===== src/rtl/led_serial_pkg.sv =====
package led_serial_pkg;
  localparam int unsigned LEDS_PER_PORT = 3;

  typedef enum logic [1:0] {
    PH_LEAD = 2'd0,
    PH_HIGH = 2'd1,
    PH_LOW  = 2'd2
  } ser_phase_e;

  // bit 0 activity, bit 1 locate, bit 2 fault
  typedef struct packed {
    logic fault;
    logic locate;
    logic activity;
  } led_flags_t;
endpackage


===== src/rtl/led_slot_table.sv =====
module led_slot_table #(
  parameter int PORTS  = 8,
  parameter int PORT_W = 3,
  parameter int SLOT_W = 3
) (
  input  logic              clk,
  input  logic              rst,
  input  logic              we,
  input  logic [PORT_W-1:0] wr_port,
  input  logic [SLOT_W-1:0] wr_slot,
  input  logic [PORT_W-1:0] rd_port,
  output logic [SLOT_W-1:0] rd_slot
);
  logic [SLOT_W-1:0] tbl [PORTS];

  // identity mapping after reset
  always_ff @(posedge clk) begin
    if (rst) begin
      for (int i = 0; i < PORTS; i++) tbl[i] <= SLOT_W'(i);
    end else if (we && int'(wr_port) < PORTS) begin
      tbl[wr_port] <= wr_slot;
    end
  end

  assign rd_slot = (int'(rd_port) < PORTS) ? tbl[rd_port] : '0;
endmodule


===== src/rtl/led_pattern_store.sv =====
module led_pattern_store import led_serial_pkg::*; #(
  parameter int PORTS  = 8,
  parameter int SLOT_W = 3,
  parameter int PAT_W  = 3 * PORTS
) (
  input  logic              clk,
  input  logic              rst,
  input  logic              upd_valid,
  input  logic [SLOT_W-1:0] upd_slot,
  input  led_flags_t        upd_flags,
  input  logic              take,
  output logic [PAT_W-1:0]  pattern,
  output logic              pending
);
  always_ff @(posedge clk) begin
    if (rst) begin
      pattern <= '0;
      pending <= 1'b0;
    end else begin
      for (int s = 0; s < PORTS; s++) begin
        if (upd_valid && int'(upd_slot) == s)
          pattern[LEDS_PER_PORT*s +: LEDS_PER_PORT] <= upd_flags;
      end
      // a new update wins over the frame start that consumes the old one
      pending <= upd_valid | (pending & ~take);
    end
  end
endmodule


===== src/rtl/led_frame_shifter.sv =====
module led_frame_shifter import led_serial_pkg::*; #(
  parameter int PORTS    = 8,
  parameter int PAT_W    = 24,
  parameter int HALF_CYC = 4,
  parameter int CNT_W    = 8,
  parameter int NP_W     = 4
) (
  input  logic             clk,
  input  logic             rst,
  input  logic             pending,
  input  logic [PAT_W-1:0] pattern,
  input  logic [CNT_W-1:0] cfg_pre,
  input  logic [CNT_W-1:0] cfg_post,
  input  logic [NP_W-1:0]  cfg_nports,
  output logic             take,
  output logic             ser_clk,
  output logic             ser_load,
  output logic             ser_data,
  output logic             busy
);
  localparam int HC_W  = (HALF_CYC > 1) ? $clog2(HALF_CYC) : 1;
  localparam int IDX_W = $clog2(2 * (1 << CNT_W) + PAT_W + 2);
  localparam logic [HC_W-1:0] HC_LAST = HC_W'(HALF_CYC - 1);

  logic             active;
  ser_phase_e       ph;
  logic [HC_W-1:0]  hc;
  logic [IDX_W-1:0] q, pre_q, dend_q, last_q;
  logic             fin;
  logic [PAT_W-1:0] sh;

  logic [NP_W-1:0]  np_eff;
  logic [IDX_W-1:0] ndat, nq;

  always_comb begin
    np_eff = (int'(cfg_nports) > PORTS) ? NP_W'(PORTS) : cfg_nports;
    ndat   = IDX_W'(LEDS_PER_PORT) * IDX_W'(np_eff);
    nq     = q + IDX_W'(1);
  end

  assign take = pending & ~active;
  assign busy = active;

  always_ff @(posedge clk) begin
    if (rst) begin
      active   <= 1'b0;
      ph       <= PH_LEAD;
      hc       <= '0;
      q        <= '0;
      pre_q    <= '0;
      dend_q   <= '0;
      last_q   <= '0;
      fin      <= 1'b0;
      sh       <= '0;
      ser_clk  <= 1'b0;
      ser_load <= 1'b0;
      ser_data <= 1'b0;
    end else if (!active) begin
      if (pending) begin
        active   <= 1'b1;
        ph       <= PH_LEAD;
        hc       <= '0;
        q        <= '0;
        fin      <= 1'b0;
        pre_q    <= IDX_W'(cfg_pre);
        dend_q   <= IDX_W'(cfg_pre) + ndat;
        last_q   <= IDX_W'(cfg_pre) + ndat + IDX_W'(cfg_post);
        sh       <= pattern;
        ser_clk  <= 1'b0;
        ser_load <= (cfg_pre == '0);
        ser_data <= 1'b0;
      end
    end else if (hc != HC_LAST) begin
      hc <= hc + 1'b1;
    end else begin
      hc <= '0;
      unique case (ph)
        PH_LEAD: begin
          ph      <= PH_HIGH;
          ser_clk <= 1'b1;
        end
        PH_HIGH: begin
          ph      <= PH_LOW;
          ser_clk <= 1'b0;
          q       <= nq;
          if (q == last_q) begin
            fin      <= 1'b1;
            ser_load <= 1'b0;
            ser_data <= 1'b0;
          end else begin
            ser_load <= (nq == pre_q);
            if (nq > pre_q && nq <= dend_q) begin
              ser_data <= sh[0];
              sh       <= sh >> 1;
            end else begin
              ser_data <= 1'b0;
            end
          end
        end
        PH_LOW: begin
          if (fin) begin
            active <= 1'b0;
            ph     <= PH_LEAD;
          end else begin
            ph      <= PH_HIGH;
            ser_clk <= 1'b1;
          end
        end
        default: ph <= PH_LEAD;
      endcase
    end
  end
endmodule


===== src/rtl/led_serial_tx.sv =====
module led_serial_tx import led_serial_pkg::*; #(
  parameter int PORTS    = 8,
  parameter int PORT_W   = $clog2(PORTS),
  parameter int SLOT_W   = PORT_W,
  parameter int NP_W     = PORT_W + 1,
  parameter int CNT_W    = 8,
  parameter int HALF_CYC = 6250
) (
  input  logic              clk,
  input  logic              rst,
  input  logic              upd_valid,
  input  logic [PORT_W-1:0] upd_port,
  input  logic              upd_act,
  input  logic              upd_loc,
  input  logic              upd_flt,
  input  logic              map_we,
  input  logic [PORT_W-1:0] map_port,
  input  logic [SLOT_W-1:0] map_slot,
  input  logic [CNT_W-1:0]  cfg_pre,
  input  logic [CNT_W-1:0]  cfg_post,
  input  logic [NP_W-1:0]   cfg_nports,
  output logic              ser_clk,
  output logic              ser_load,
  output logic              ser_data,
  output logic              busy
);
  localparam int PAT_W = LEDS_PER_PORT * PORTS;

  logic [SLOT_W-1:0] upd_slot;
  led_flags_t        flags;
  logic [PAT_W-1:0]  pattern;
  logic              pending, take;

  always_comb begin
    flags.activity = upd_act;
    flags.locate   = upd_loc;
    flags.fault    = upd_flt;
  end

  led_slot_table #(.PORTS(PORTS), .PORT_W(PORT_W), .SLOT_W(SLOT_W)) u_map (
    .clk(clk), .rst(rst), .we(map_we), .wr_port(map_port), .wr_slot(map_slot),
    .rd_port(upd_port), .rd_slot(upd_slot)
  );

  led_pattern_store #(.PORTS(PORTS), .SLOT_W(SLOT_W), .PAT_W(PAT_W)) u_pat (
    .clk(clk), .rst(rst), .upd_valid(upd_valid), .upd_slot(upd_slot),
    .upd_flags(flags), .take(take), .pattern(pattern), .pending(pending)
  );

  led_frame_shifter #(.PORTS(PORTS), .PAT_W(PAT_W), .HALF_CYC(HALF_CYC),
                      .CNT_W(CNT_W), .NP_W(NP_W)) u_frm (
    .clk(clk), .rst(rst), .pending(pending), .pattern(pattern),
    .cfg_pre(cfg_pre), .cfg_post(cfg_post), .cfg_nports(cfg_nports),
    .take(take), .ser_clk(ser_clk), .ser_load(ser_load), .ser_data(ser_data),
    .busy(busy)
  );
endmodule


===== config.mk =====
export PLATFORM = sky130hd
export DESIGN_NAME = led_serial_tx
export DESIGN_NICKNAME = d
export VERILOG_FILES = /design/src/rtl/led_serial_pkg.sv /design/src/rtl/led_slot_table.sv /design/src/rtl/led_pattern_store.sv /design/src/rtl/led_frame_shifter.sv /design/src/rtl/led_serial_tx.sv
export SDC_FILE = /design/constraint.sdc
export NUM_CORES = 1
export LEC_CHECK = 0
export BUFFER_PORTS_ARGS = -buffer_cell sky130_fd_sc_hd__buf_2
export CAP_MARGIN = 30
export CORE_MARGIN = 2
export CORE_UTILIZATION = 50
export CTS_BUF_LIST = sky130_fd_sc_hd__clkbuf_4 sky130_fd_sc_hd__clkbuf_8
export DETAILED_ROUTE_END_ITERATION = 16
export GPL_ROUTABILITY_DRIVEN = 1
export PLACE_DENSITY = 0.65
export SKIP_LAST_GASP = 1
export SLEW_MARGIN = 20
export SYNTH_ARGS = -nofsm -noshare
export SYNTH_HDL_FRONTEND = slang
export SYNTH_HIERARCHICAL = 1
export SYNTH_SLANG_ARGS = --single-unit

===== constraint.sdc =====
create_clock -name clk -period 4.2 [get_ports clk]
set_input_delay 0.84 -clock clk [delete_from_list [all_inputs] [get_ports clk]]
set_output_delay 0.84 -clock clk [all_outputs]
set_load 0.02 [all_outputs]

After elaboration in Yosys (flattened, before gate mapping)
Memories as Yosys holds them, arrays and structs flattened.
Index checks and enable logic that the tools add are counted.

operators by class
  multipliers = 1
  equal/unequal tests = 19
  add/subtract/negate cells = 4
  magnitude comparators = 3
  muxes and demuxes = 51
  reductions and logical operators = 20
  bitwise operators = 5

operator list
  cell                                                 count
  2-to-1 mux 24 bit                                    6
  2-to-1 mux 10 bit                                    4
  2-to-1 mux 13 bit                                    3
  2-to-1 mux 1 bit                                     30
  adder 13 x 1 -> 13 bit, second input constant        1
  inequality test 13 bit, second input constant        1
  equality test 3 bit, second input constant           4
  adder 10 x 1 -> 10 bit, second input constant        1
  adder 10 x 8 -> 10 bit                               1
  equality test 10 bit                                 1
  equality test 10 x 8 -> 1 bit                        1
  greater-than comparator 10 x 8 -> 1 bit              1
  less-or-equal comparator 10 bit                      1
  inequality test 2 bit, second input constant         5
  adder 8 x 6 -> 9 bit                                 1
  logical AND 1 bit                                    9
  logical NOT 8 bit                                    1
  AND reduction 4 bit                                  2
  equality test 3 x 2 -> 1 bit, second input constant  2
  multiplier 2 x 4 -> 6 bit, first input constant      1
  2-to-1 mux 2 bit                                     3
  2-to-1 mux 3 bit                                     2
  case mux 2 bit (3 select lines)                      1
  AND reduction 5 bit                                  1
  other kinds (17)                                     20

storage, ports and cells
  memories kept = 1
  register bits after elaboration = 107
  bits in writable memories = 24

memories
  memory     words  width  rd ports  clocked after memory_dff  write ports  line                  RTL
  u_map.tbl  8      3      1         0                         8            led_slot_table.sv:14  logic [SLOT_W-1:0] tbl [PORTS];

Longest topological paths before layout
  depth in word-level cells = 8
  depth in mapped cells = 15
  depth with buffers taken out = 15

Hierarchy
The synthesis kept the hierarchy.

modules (own cells, without submodules)
  module             times used  cells an instance  sequential area each (um^2)  area an instance (um^2)
  led_frame_shifter  1           599                1621.6                       4951.0
  led_slot_table     1           79                 720.7                        1222.4
  led_pattern_store  1           95                 500.5                        1036.0

Least setup slack after synthesis
OpenSTA, ideal clock, no wires.

  path kind = input to register
  start = input port cfg_nports[2]
  end = register u_frm.last_q[8]
  stages = 12
  buffers on the path = 0
  setup slack = 0.384 ns
  required time = 4.078 ns
  setup time = 0.122 ns
  arrival = 3.694 ns
  cells stage by stage = nor2b_1 -> fa_1 -> fa_1 -> a21o_1 -> a21oi_1 -> nor2b_1 -> o21ai_0 -> xnor2_1 -> ha_1 -> a2111oi_0 -> nor4_1 -> a311o_1

between the ends
  cells in the longest elaborated chain, start to end = 5

ends and longest elaborated chain
  item                           line                     RTL
  start: declaration             led_serial_tx.sv:21      input logic [NP_W-1:0] cfg_nports,
  greater-than comparator 4 bit  led_frame_shifter.sv:36  np_eff = (int'(cfg_nports) > PORTS) ? NP_W'(PORTS) : cfg_nports;
  2-to-1 mux 4 bit *             led_frame_shifter.sv:36
  multiplier 2 x 4 -> 6 bit *    led_frame_shifter.sv:37  ndat = IDX_W'(LEDS_PER_PORT) * IDX_W'(np_eff);
  adder 8 x 6 -> 9 bit *         led_frame_shifter.sv:67  last_q <= IDX_W'(cfg_pre) + ndat + IDX_W'(cfg_post);
  adder 10 x 8 -> 10 bit *       led_frame_shifter.sv:67
  end signal: assignment         led_frame_shifter.sv:67
  end: declaration               led_frame_shifter.sv:28  logic [IDX_W-1:0] q, pre_q, dend_q, last_q;

Every way passes the cells marked *; elsewhere a longest branch is shown, timed or not.
A chain may end at the register's enable or synchronous reset.

Worst setup path after layout
  start = input port cfg_nports[3]
  end = register u_frm.last_q[8]

The elaborated chain is that of the path after synthesis.

==> metrics.md <==
| Metric | Value |
|---|---|
| Initial DRC Count | `324` |
| Final setup fails | `0` |
| Pin count of the biggest net entering global routing | `72` |
| Number of max-cap violations | `0` |
| H-Tree Depth | `4` |
| Slowest CP cell | `fa_1` |
| Crit-path max FO | `6` |
| Clock-pin slew on the worst setup and hold paths | `80 ps` |
| Cell taking the most area after synthesis | `dfxtp_1` |
| DR pass1 iterations | `5` |
| Share of post-route cells with drive strength above 1 | `15.2%` |
| DR DRC count | `0` |
| CP Class | `in -> reg` |
| FF+latch count, synth | `130` |
| Worst vdd ir | `0.000212 V` |
| DR vias/cell | `between 5 and 6` |
| GR Overflow Total | `0` |
| Status | `completed` |
| Syn Area/Cell | `9.33 µm²` |
| Gr usage total | `a little over a fifth` |
| Main synth FF type | `dfxtp_1` |
| Fin crit share | `between 80 and 90%` |
| Most frequent cells in the layout | `nand2_1, dfxtp_1, a21oi_1, mux2i_1, nor2_1` |
| First-pass GRT wire length | `25800 µm` |
| Register area share after synthesis | `39.4%` |
| Worst Skew | `around 12 ps` |
| Routed WL per cell | `15.7 µm` |
| Sequence of cells on the critical path | `buf_2, nor2b_1, fa_1, fa_1, a21o_1, a21oi_1, nor2b_1, o21ai_0, xnor2_1, ha_1, a2111oi_0, buf_4, nor4_1, a311o_1` |
| Total CTS buffers | `17` |
| Post-route ant nets | `0` |
| Post-Syn Instances | `773` |
| YS warnings | `6` |
| Via count | `between 5000 and 6000` |
| Initial antenna violation count | `0` |
| Slew Viols, Final | `0` |
| Syn_nets | `848` |
| Clock sinks | `130` |
| Crit-path leading delay family | `compound AO/OA/AOI/OAI gates` |
| Tmin final | `3750 ps` |
| Layout area overhead | `9.63%` |
| Core area | `0.0140 mm²` |
| Die width | `~120 µm` |
| Commonest non-fill, non-tap cell in the layout | `nand2_1` |
| Die height | `124 µm` |
| CTS tree | `done` |
| Detailed-placement wirelength estimate | `about 11000 µm` |
| Layout Nets | `867` |
| Pin slew with the least headroom to its limit | `765 ps` |
| Worst skew pair latency | `460 ps` |
| Pwr per Cell Area | `368 mW/mm²` |
| Netlist cell types | `64` |
| Root Driver | `clkbuf_8` |
| Worst Setup Start Kind | `primary input` |
| Non-filler instance count after layout | `985` |
| Top-level port count | `40` |
| Number of synthesized flops with an enable pin | `24` |
| Total chip power | `2910 µW` |
| Crit path required time | `4540 ps` |
| Top cell type's share of synthesized area | `between 20% and 30%` |
| Max stage delay on crit path | `500 ps` |
| Hold Crit Class | `reg -> reg` |
| CTS max path bufs | `2` |
| Final WL | `15500 µm` |
| Unrepaired setup endpoints after global routing | `no` |
| Post-route setup TNS | `0 ps` |
| Full die area | `between 0.015 and 0.02 mm²` |
| Post-Syn Area | `0.00721 mm²` |
| Critical path arrival | `between 4000 and 5000 ps` |
| Leak pwr | `between 0.003 and 0.004 µW` |
| Post-CTS setup buffer count | `0` |
| Number of buffers and inverters on the critical path | `2` |
| Post_cts resized | `0` |
| Initial core utilization | `approximately half` |
| Hold_buf cts | `0` |
| GPL Wtd Cong | `0.943` |
| Slew Limit Headroom | `48.3%` |
| Num rows | `43` |
| IO buf count | `39` |
| Vias in the first global route | `5272` |
| Max Clock Freq | `267 MHz` |
| Async set-reset flop share out of synthesis | `0%` |
| Fin. Hold Viols | `0` |
| Inst Count DP | `roughly 950` |
| Top cells by area, synth | `dfxtp_1, edfxtp_1, mux2i_1` |
| Setup crit end kind | `register` |
| Diode count | `0` |
[tightest hold or removal path, cell delays in order (launching register included)]
cell	delay, ps
dfxtp_1	320
nand2_1	50
a21oi_1	50
[layer usage]
layer / global-route usage, % / vias up / part of all wire [%]
li1: - / 2782 / -
met1: 27.7 / 2611 / 46
met2: 35.8 / 99 / 48
met3: 4.76 / 15 / 4.1
met4: 7.37 / 0 / 1.2
met5: 0 / - / 0
[power breakdown]
group          switching, µW  internal, µW
logic                    293           214
registers               25.9          1320
clock network            606           450
total                    924          1980
[final timing paths]
check                                 end  slack [ps]  cells after the start                         start
min reg2reg  u_frm/dend_q[2]$_SDFFE_PP0P_         460                      2  u_frm/dend_q[2]$_SDFFE_PP0P_
min          u_frm/dend_q[2]$_SDFFE_PP0P_         460                      2  u_frm/dend_q[2]$_SDFFE_PP0P_
max reg2reg     u_frm/sh[14]$_SDFFE_PP0P_         500                     11       u_frm/q[0]$_SDFFE_PP0P_
max          u_frm/last_q[8]$_SDFFE_PP0P_         450                     14                 cfg_nports[3]
[registers in the layout (all words and copies together) (netlist names)]
signal / count
u_map/tbl: 24
u_pat/pattern: 24
u_frm/busy: 1
u_frm/ser_data: 1
u_frm/hc: 13
u_frm/ph: 2
u_frm/q: 10
u_frm/pre_q: 8
u_frm/last_q: 10
u_frm/ser_load: 1
u_frm/sh: 24
u_frm/fin: 1
u_frm/dend_q: 9
u_frm/ser_clk: 1
u_pat/pending: 1
[metrics by stage]
step | setup WS (ps) | instance area (µm²) | utilization [%] | hold WS (ps)
floorplan | 384 | 7210 | - | 433
global placement | 75.8 | 7460 | 53.3 | 441
detailed placement | 30.8 | 7490 | 53.5 | 448
CTS | 512 | 7890 | 56.4 | 460
global route | 205 | 7900 | 56.5 | 479
finish | 451 | 7900 | 56.5 | 459
[cell families after synthesis]
logic type	Yosys count	share of synthesized area, %
simple gates	297	21.7
flops	130	39.4
buf+inv	74	4.37
mux	81	13.1
compound gates	120	10.5
xor+xnor	32	3.89
fa+ha+maj	39	7.08
[cells in the mapped netlist, types with 21 or more instances]
cell type / instances
xnor2_1: 21
dfxtp_1: 106
nand2b_1: 34
mux2i_1: 49
a21oi_1: 52
edfxtp_1: 24
clkbuf_1: 36
nor2_1: 41
ha_1: 36
inv_1: 26
mux2_2: 26
nand2_1: 108
[final cells by class]
type	count	area, µm²
Fill cell	1263	6080
Multi-Input combinational cell	569	4050
Sequential cell	130	2840
Timing Repair Buffer	47	283
Clock buffer	17	234
Tap cell	180	225
Clock inverter	15	166
Inverter	27	101
Power figures use the tool's default switching activity.
